$ cat config.mk
export PLATFORM = sky130hd
export DESIGN_NAME = dual_timer_irq
export DESIGN_NICKNAME = d
export VERILOG_FILES = /design/src/rtl/dtmr_pkg.sv /design/src/rtl/dtmr_counter.sv /design/src/rtl/dtmr_irq_ctl.sv /design/src/rtl/dual_timer_irq.sv
export SDC_FILE = /design/constraint.sdc
export NUM_CORES = 1
export LEC_CHECK = 0
export BUFFER_PORTS_ARGS = -buffer_cell sky130_fd_sc_hd__buf_2
export CORE_UTILIZATION = 52
export CTS_CLUSTER_SIZE = 20
export DETAILED_ROUTE_END_ITERATION = 6
export GPL_ROUTABILITY_DRIVEN = 1
export PLACE_DENSITY = 0.71
export SLEW_MARGIN = 20
export SYNTH_ARGS = -nofsm -noshare
export SYNTH_HDL_FRONTEND = slang
export SYNTH_HIERARCHICAL = 1
export SYNTH_SLANG_ARGS = --single-unit
$ cat constraint.sdc
create_clock -name clk -period 3.75 [get_ports clk]
set_input_delay 0.375 -clock clk [delete_from_list [all_inputs] [get_ports clk]]
set_output_delay 0.375 -clock clk [all_outputs]
set_load 0.01 [all_outputs]
$ cat src/rtl/dtmr_pkg.sv
package dtmr_pkg;
  localparam int unsigned REG_W = 32;

  typedef enum logic [1:0] {
    OP_LOAD   = 2'd0,
    OP_HOLD   = 2'd1,
    OP_RESUME = 2'd2,
    OP_SPARE  = 2'd3
  } tmr_op_e;

  typedef struct packed {
    logic    en;
    tmr_op_e op;
  } tmr_ctrl_t;

  localparam int unsigned CTRL_W = $bits(tmr_ctrl_t);

  localparam logic [7:0] OFF_RELOAD = 8'h00;
  localparam logic [7:0] OFF_COUNT  = 8'h04;
  localparam logic [7:0] OFF_CTRL   = 8'h08;
  localparam int unsigned TMR_STRIDE = 16;
  localparam logic [7:0] OFF_WDOG   = 8'h40;
  localparam logic [7:0] OFF_MASK   = 8'h48;
  localparam logic [7:0] OFF_ACK    = 8'h4C;
  localparam logic [7:0] OFF_RAW    = 8'h50;
  localparam logic [7:0] OFF_MRAW   = 8'h54;
endpackage

$ cat src/rtl/dtmr_counter.sv
module dtmr_counter
  import dtmr_pkg::*;
#(
  parameter int unsigned CNT_W       = 32,
  parameter int unsigned PRE_DIV     = 4,
  parameter int unsigned SLOW_THRESH = 2048
) (
  input  logic              clk,
  input  logic              rst_n,
  input  logic              reload_we,
  input  logic              ctrl_we,
  input  logic [REG_W-1:0]  wdata,
  output logic [CNT_W-1:0]  reload_o,
  output logic [CNT_W-1:0]  count_o,
  output logic [CTRL_W-1:0] ctrl_o,
  output logic              expire_o
);
  localparam int unsigned   PS_W    = (PRE_DIV > 1) ? $clog2(PRE_DIV) : 1;
  localparam logic [PS_W-1:0] PS_LAST = PS_W'(PRE_DIV - 1);

  logic [CNT_W-1:0] reload_q, reload_d;
  logic [CNT_W-1:0] cnt_q, cnt_d;
  tmr_ctrl_t        ctrl_q, ctrl_d;
  logic [PS_W-1:0]  ps_q, ps_d;
  logic             load, running, slow, tick, expire;

  always_comb begin
    load    = ctrl_we && (tmr_op_e'(wdata[1:0]) == OP_LOAD);
    running = ctrl_q.en && ((ctrl_q.op == OP_LOAD) || (ctrl_q.op == OP_RESUME));
    slow    = reload_q > CNT_W'(SLOW_THRESH);
    tick    = running && (!slow || (ps_q == PS_LAST));
    expire  = tick && !load && (cnt_q <= CNT_W'(1));

    reload_d = reload_we ? wdata[CNT_W-1:0] : reload_q;
    ctrl_d   = ctrl_we ? tmr_ctrl_t'(wdata[CTRL_W-1:0]) : ctrl_q;

    ps_d = ps_q;
    if (load) begin
      ps_d = '0;
    end else if (running && slow) begin
      ps_d = (ps_q == PS_LAST) ? '0 : ps_q + PS_W'(1);
    end

    cnt_d = cnt_q;
    if (load) begin
      cnt_d = reload_q;
    end else if (expire) begin
      cnt_d = reload_q;
    end else if (tick) begin
      cnt_d = cnt_q - CNT_W'(1);
    end
  end

  always_ff @(posedge clk or negedge rst_n) begin
    if (!rst_n) begin
      reload_q <= '0;
      cnt_q    <= '0;
      ctrl_q   <= '0;
      ps_q     <= '0;
    end else begin
      reload_q <= reload_d;
      cnt_q    <= cnt_d;
      ctrl_q   <= ctrl_d;
      ps_q     <= ps_d;
    end
  end

  assign reload_o = reload_q;
  assign count_o  = cnt_q;
  assign ctrl_o   = ctrl_q;
  assign expire_o = expire;

  AST_LOAD_COPIES: assert property (@(posedge clk) disable iff (!rst_n)
    load |=> (cnt_q == $past(reload_q)));
  AST_RELOAD_ON_EXPIRY: assert property (@(posedge clk) disable iff (!rst_n)
    expire |=> (cnt_q == $past(reload_q)));
  AST_HALT_STABLE: assert property (@(posedge clk) disable iff (!rst_n)
    (!running && !load) |=> $stable(cnt_q));
  AST_SLOW_STEP: assert property (@(posedge clk) disable iff (!rst_n)
    (running && slow && (ps_q != PS_LAST) && !load) |=> $stable(cnt_q));
endmodule

$ cat src/rtl/dtmr_irq_ctl.sv
module dtmr_irq_ctl #(
  parameter int unsigned NUM_SRC = 2
) (
  input  logic               clk,
  input  logic               rst_n,
  input  logic               mask_we,
  input  logic               ack_we,
  input  logic [NUM_SRC-1:0] wdata,
  input  logic [NUM_SRC-1:0] expire,
  output logic [NUM_SRC-1:0] raw_o,
  output logic [NUM_SRC-1:0] mask_o,
  output logic               irq_o
);
  logic [NUM_SRC-1:0] raw_q, raw_d;
  logic [NUM_SRC-1:0] mask_q, mask_d;
  logic [NUM_SRC-1:0] clr;
  logic               irq_q, irq_d;

  always_comb begin
    clr    = ack_we ? wdata : '0;
    raw_d  = (raw_q & ~clr) | expire;
    mask_d = mask_we ? wdata : mask_q;
    irq_d  = |(raw_d & mask_d);
  end

  always_ff @(posedge clk or negedge rst_n) begin
    if (!rst_n) begin
      raw_q  <= '0;
      mask_q <= '0;
      irq_q  <= 1'b0;
    end else begin
      raw_q  <= raw_d;
      mask_q <= mask_d;
      irq_q  <= irq_d;
    end
  end

  assign raw_o  = raw_q;
  assign mask_o = mask_q;
  assign irq_o  = irq_q;

  AST_IRQ_RISE_CAUSE: assert property (@(posedge clk) disable iff (!rst_n)
    $rose(irq_q) |-> ((raw_q & mask_q) != '0));
  AST_IRQ_FALL_EMPTY: assert property (@(posedge clk) disable iff (!rst_n)
    $fell(irq_q) |-> ((raw_q & mask_q) == '0));
  AST_ACK_CLEARS: assert property (@(posedge clk) disable iff (!rst_n)
    ack_we |=> ((raw_q & $past(wdata & ~expire)) == '0));
  AST_EXPIRY_SETS: assert property (@(posedge clk) disable iff (!rst_n)
    (expire != '0) |=> ((raw_q & $past(expire)) == $past(expire)));
endmodule

$ cat src/rtl/dual_timer_irq.sv
module dual_timer_irq
  import dtmr_pkg::*;
#(
  parameter int unsigned NUM_TMR     = 2,
  parameter int unsigned CNT_W       = 32,
  parameter int unsigned PRE_DIV     = 4,
  parameter int unsigned SLOW_THRESH = 2048
) (
  input  logic        clk,
  input  logic        rst_n,
  input  logic        bus_we,
  input  logic [7:0]  bus_addr,
  input  logic [31:0] bus_wdata,
  output logic [31:0] bus_rdata,
  output logic        irq_out
);
  logic [7:0]         waddr;
  logic [CNT_W-1:0]   reload_w [NUM_TMR];
  logic [CNT_W-1:0]   count_w  [NUM_TMR];
  logic [CTRL_W-1:0]  ctrl_w   [NUM_TMR];
  logic [NUM_TMR-1:0] expire_w;
  logic [NUM_TMR-1:0] raw_w, mask_w;
  logic               mask_we, ack_we, wdog_we;

  assign waddr   = {bus_addr[7:2], 2'b00};
  assign mask_we = bus_we && (waddr == OFF_MASK);
  assign ack_we  = bus_we && (waddr == OFF_ACK);
  assign wdog_we = bus_we && (waddr == OFF_WDOG);

  for (genvar g = 0; g < NUM_TMR; g++) begin : g_tmr
    localparam logic [7:0] BASE = 8'(g * TMR_STRIDE);
    logic reload_we, ctrl_we;
    assign reload_we = bus_we && (waddr == BASE + OFF_RELOAD);
    assign ctrl_we   = bus_we && (waddr == BASE + OFF_CTRL);

    dtmr_counter #(
      .CNT_W      (CNT_W),
      .PRE_DIV    (PRE_DIV),
      .SLOW_THRESH(SLOW_THRESH)
    ) u_cnt (
      .clk      (clk),
      .rst_n    (rst_n),
      .reload_we(reload_we),
      .ctrl_we  (ctrl_we),
      .wdata    (bus_wdata),
      .reload_o (reload_w[g]),
      .count_o  (count_w[g]),
      .ctrl_o   (ctrl_w[g]),
      .expire_o (expire_w[g])
    );
  end

  dtmr_irq_ctl #(.NUM_SRC(NUM_TMR)) u_irq (
    .clk    (clk),
    .rst_n  (rst_n),
    .mask_we(mask_we),
    .ack_we (ack_we),
    .wdata  (bus_wdata[NUM_TMR-1:0]),
    .expire (expire_w),
    .raw_o  (raw_w),
    .mask_o (mask_w),
    .irq_o  (irq_out)
  );

  always_comb begin
    bus_rdata = '0;
    for (int i = 0; i < NUM_TMR; i++) begin
      if (waddr == 8'(i * TMR_STRIDE) + OFF_RELOAD) bus_rdata = 32'(reload_w[i]);
      if (waddr == 8'(i * TMR_STRIDE) + OFF_COUNT)  bus_rdata = 32'(count_w[i]);
      if (waddr == 8'(i * TMR_STRIDE) + OFF_CTRL)   bus_rdata = 32'(ctrl_w[i]);
    end
    if (waddr == OFF_MASK) bus_rdata = 32'(mask_w);
    if (waddr == OFF_RAW)  bus_rdata = 32'(raw_w);
    if (waddr == OFF_MRAW) bus_rdata = 32'(raw_w & mask_w);
  end

  AST_WDOG_INERT: assert property (@(posedge clk) disable iff (!rst_n)
    wdog_we |=> ($stable(mask_w) && $stable(reload_w[0])));
endmodule

==> flow_summary.ini, run 1 <==
[finish]
area_growth_pct = 13.44
final_cell_area_um2 = 9993
final_cell_mix = dfrtp_1 (143), nand2_1 (76), nor2_1 (75), buf_2 (71), mux2_2 (69)
diodes = 0
mostFrequentLayoutCell = dfrtp_1
finalNetCount = 1044
drive_gt1_frac = 0.2324
fillers = 1481
final_util = 0.6026
layoutNonFillerInstCount = 1227

[floorplan]
core_um2 = 16580
die_y_um = 132.2
initial_core_util = 0.5312
die-width_um = 132.2
pin_count = 76
dieArea_um2 = 17470
core.rowCount = 47

[global_route]
grt_pass1_wl_um = 43980
grtUsageTotal = 0.3264
grt_pass1_vias = 7672
grt_overflow = 0
grt_max_degree = 98
antenna_found_initial = 0

[timing]
fmax_mhz = 318.6
setup_viol = 0
fin_tns_setup_ns = 0
drv_slew = 0
hold_viol = 0
post-route-period-util = 0.8371
holdWs_ns = 0.01538
post-route-min-period_ns = 3.139
fin_ws_ns = 0.6111
slew_headroom = 0.3275
fin_skew_ns = 0.007407
max_slew.worst_pin.slew_ns = 1.006
rsz0062_at_grt = no

[worst_setup_path]
worst_setup_path_end_kind = flip-flop
cp.arrival_ns = 3.44
path_class = reg2reg
startpoint_type = flip-flop
worst_ep_required_time_ns = 4.05
cp_max_fo = 9

[route]
via_per_inst = 6.753
routedWlPerCell_um = 22.79
ant_nets = 0
drt_iter0_markers = 1115
first_pass_iters = 6
routed_wirelength_um = 27960
vias = 8286
drc = 0

[clocking]
numClockSinks = 143
hold_buffers = 0
root_buffer = clkbuf_16
cts_resized = 0
cts_buffers = 17
cts_tree = built
path_clk_slew_ns = 0.07
cts_buffer_depth = 2
clock_latency_ns = 0.43
cts_setup_buffers = 0
h-tree-depth = 4

[synth]
ys_ff_latch = 143
netlist_top_cells_area = dfrtp_1 (41%), mux2_2 (8.8%), mux2i_1 (7.2%)
syn-num-nets = 982
postSynth.asyncResetShare = 1.000
synth_ff_type = dfrtp_1
ys_seq_area_frac = 0.4062
synth_top_area_frac = 0.4062
netlist_area_um2 = 8810
synth-warning-count = 6
yosysTopAreaCell = dfrtp_1
synth_edf_count = 0
synth.distinct_cells = 62
synth_cells = 933
avgSynthCellArea_um2 = 9.442

[placement]
postPlaceCellArea_um2 = 9384
post-place-ws_ns = 0.4902
place_inst = 1196
hpwlAfterDp_um = 19480
gp_congestion = 0.9277
io_buffers = 73

[run]
max_cap_viol_count = 0

[power_and_ir_drop]
vdd_ir_drop_max_v = 0.0003585
power.total_mw = 4.747
p_per_area_nw_per_um2 = 475.0
p_leak_nw = 4.302

[outcome]
outcome = finished clean

[min_path]
hold_path.class = in2async
## cells by family after synthesis
family | share of synthesized area
and+or+nand+nor | 0.2086
muxes | 0.1615
AOI/OAI and AO/OA | 0.1717
buffers and inverters | 0.04346
adders and majority gates | 0.008521
DFF | 0.4062
## path summary, 6_finish.rpt
kind / slack, ns / to / depth (start not counted) / start
setup / recovery: 0.61 / g_tmr[0].u_cnt/count_o[31] / 6 / g_tmr[0].u_cnt/count_o[2]
hold / removal: 0.02 / u_irq/irq_o / 1 / rst_n
setup reg to reg: 0.61 / g_tmr[0].u_cnt/count_o[31] / 6 / g_tmr[0].u_cnt/count_o[2]
hold reg to reg: 0.52 / u_irq/raw_o[1] / 1 / u_irq/raw_o[1]
max in group asynchronous: 2.80 / g_tmr[1].u_cnt/count_o[27] / 2 / rst_n
min in group clk: 0.21 / g_tmr[0].u_cnt/reload_o[25] / 2 / bus_wdata[25]
## sequential cells by signal (all words and copies together), names as in the netlist
| register | count |
|---|---|
| g_tmr.u_cnt/count_o | 64 |
| g_tmr.u_cnt/ctrl_o | 6 |
| g_tmr.u_cnt/ps_q | 4 |
| g_tmr.u_cnt/reload_o | 64 |
| u_irq/irq_o | 1 |
| u_irq/mask_o | 2 |
| u_irq/raw_o | 2 |
## layout make-up
cell class	instances	area [µm²]	area share
Multi-Input combinational cell	719	4878	0.4882
Inverter	8	30.03	0.003005
Tap cell	220	275.3	0.02754
Sequential cell	143	3578	0.3581
Timing Repair Buffer	106	621.8	0.06223
Clock buffer	17	425.4	0.04257
Clock inverter	14	183.9	0.01840
## synth_stat cells, types with 16 or more instances
cell / n
o21a_1: 16
nor4_1: 38
nand2_1: 76
nor3_1: 35
nor2_1: 77
o21ai_0: 38
a21oi_1: 50
dfrtp_1: 143
mux2_2: 69
or4_1: 16
mux2i_1: 63
o22ai_1: 47
nand3_1: 34
clkbuf_1: 35
## power breakdown
group	switching [mW]	internal, mW	leakage [nW]
Clock	0.725	1.06	0.285
Sequential	0.325	1.75	1.85
Combinational	0.495	0.391	2.17
## critical path: stages, from the launching register on
cell and delay, ns:
dfrtp_1 0.50, or4_4 0.56, or4_1 0.59, nor4_2 0.53, nor2_1 0.38, nand2_1 0.31, o21ai_0 0.13
## routing by layer
layer	global-route usage	routed length, µm	up-vias
met5	0	0	-
met4	0.1273	980	0
met3	0.06498	2839	65
met2	0.4909	12380	553
met1	0.4628	11760	3982
li1	-	-	3686
Power figures use the tool's default switching activity.
==> run 2, diff against run 1 <==
==> constraint.sdc (replaced) <==
create_clock -name clk -period 3.1 [get_ports clk]
set_input_delay 0.31 -clock clk [delete_from_list [all_inputs] [get_ports clk]]
set_output_delay 0.31 -clock clk [all_outputs]
set_load 0.01 [all_outputs]
==> run 2 against run 1 <==
Net effect:
- combinational power grew 43%
- maximum frequency grew 5.6%
- clock-buffer cell count is the same
- critical endpoint is now g_tmr[0].u_cnt/count_o[19]
- largest cell class unchanged
- largest power group unchanged
==> flow_summary.ini, run 2 (same netlist as run 1, synthesis figures left out) <==
[outcome]
outcome = finished clean

[timing]
post-route-period-util = 0.9592
rsz0062_at_grt = no
setup_viol = 0
fmax_mhz = 336.3
drv_slew = 0
holdWs_ns = 0.1293
fin_ws_ns = 0.1266
post-route-min-period_ns = 2.973
hold_viol = 0
max_slew.worst_pin.slew_ns = 0.8855
slew_headroom = 0.4051
fin_skew_ns = 0.009960
fin_tns_setup_ns = 0

[worst_setup_path]
cp_max_fo = 7
r2r_setup_slack_ns = 0.13
path_class = reg2reg
r2r-end = g_tmr[0].u_cnt/count_o[19]
rr_worst_depth = 7
startpoint_type = flip-flop
cp_common_cell = or4_1
worst_ep_required_time_ns = 3.41
worst_setup_path_end_kind = flip-flop
r2r_start = g_tmr[0].u_cnt/count_o[4]
cp.arrival_ns = 3.29
crit_chain = or4_4 -> or4_1 -> or4_1 -> buf_4 -> o21ai_0 -> a21oi_1 -> a221o_1
crit_slowest_cell = or4_1
slowest_delay_ns = 0.61

[global_route]
antenna_found_initial = 0
grt_pass1_vias = 7804
grtUsageTotal = 0.3320
grt_max_degree = 69
grt_overflow = 0
grt_pass1_wl_um = 44390

[clocking]
clock_latency_ns = 0.43
cts_tree = built
cts_setup_buffers = 0
h-tree-depth = 4
cts_buffers = 17
numClockSinks = 143
hold_buffers = 1
root_buffer = clkbuf_16
cts_resized = 0
path_clk_slew_ns = 0.07
cts_buffer_depth = 2

[placement]
gp_congestion = 0.9548
hpwlAfterDp_um = 20150
io_buffers = 73
post-place-ws_ns = 0.1779

[route]
first_pass_iters = 5
routed_wirelength_um = 28010
via_per_inst = 6.701
ant_nets = 0
routedWlPerCell_um = 22.13
drt_iter0_markers = 1116
drc = 0
vias = 8484

[floorplan]
core.rowCount = 47
pin_count = 76
dieArea_um2 = 17470
core_um2 = 16580
die-width_um = 132.2
die_y_um = 132.2
initial_core_util = 0.5312

[finish]
mostFrequentLayoutCell = dfrtp_1
drive_gt1_frac = 0.2600
fillers = 1441
area_growth_pct = 16.32
final_cell_mix = dfrtp_1 (143), nand2_1 (76), nor2_1 (75), buf_2 (71)
diodes = 0
finalNetCount = 1082
final_util = 0.6179

[min_path]
holdCritStartpoint = bus_wdata[31]
hold_path.class = in2reg
whs_path_depth = 2
hold_end = g_tmr[1].u_cnt/reload_o[31]

[power_and_ir_drop]
vdd_ir_drop_max_v = 0.0004165
p_per_area_nw_per_um2 = 551.6
p_leak_nw = 4.474

[run]
max_cap_viol_count = 0
[run 2: cell count changes in the layout (fill, tap and decap cells not counted), sizes merged]
cell         delta
inv             +3
clkinv          +3
bufinv          -3
buf            +37
clkinvlp        -2
dlygate4sd3     +1
[run 2: worst max path at each step]
stage	cells past startpoint	start	end
final	7	g_tmr[0].u_cnt/count_o[4]	g_tmr[0].u_cnt/count_o[19]
after global routing	7	g_tmr[1].u_cnt/count_o[4]	g_tmr[1].u_cnt/count_o[9]
after CTS	7	g_tmr[0].u_cnt/count_o[4]	g_tmr[0].u_cnt/count_o[4]
after detailed placement	7	g_tmr[0].u_cnt/count_o[4]	g_tmr[0].u_cnt/count_o[4]
after global placement	7	g_tmr[0].u_cnt/count_o[4]	g_tmr[0].u_cnt/count_o[19]
after floorplan	12	bus_addr[2]	g_tmr[0].u_cnt/count_o[4]
[run 2: critical path: cells and delay by family, from the launching register on]
family,cells,cell delay [ns]
buffers and inverters,1,0.24
DFF,1,0.38
and+or+nand+nor,3,1.79
AOI/OAI and AO/OA,3,0.45
[run 2: layout make-up]
cell class	count	area, µm²	area share
inverters	8	30.03	0.002930
repair buffers	144	934.6	0.09121
clock inverters	15	125.1	0.01221
multi-input cells	719	4878	0.4761
flip-flops and latches	143	3578	0.3492
clock buffers	17	425.4	0.04151
well taps	220	275.3	0.02686
[run 2: per-layer routing]
metal / global-route usage / wire, µm / vias to the layer above
met2: 0.5068 / 12750 / 568
met4: 0.1163 / 698 / 0
met1: 0.4733 / 11900 / 4096
met3: 0.06036 / 2671 / 55
li1: - / - / 3765
met5: 0 / 0 / -
[run 2: power breakdown]
group          internal [mW]  switching, mW  total [mW]
clock network           1.05          0.898        1.94
logic                  0.566          0.703        1.27
registers               2.12          0.317        2.44
[run 2: per-stage QoR]
| step | instance area, µm² | power [mW] | cells |
|---|---|---|---|
| floorplan | 8810 | 3.172 | 933 |
| global route | 10250 | 5.896 | 1266 |
| global placement | 9687 | 3.661 | 1233 |
| detailed placement | 9687 | 3.699 | 1233 |
| CTS | 10250 | 5.638 | 1266 |
| finish | 10250 | 5.652 | 1266 |
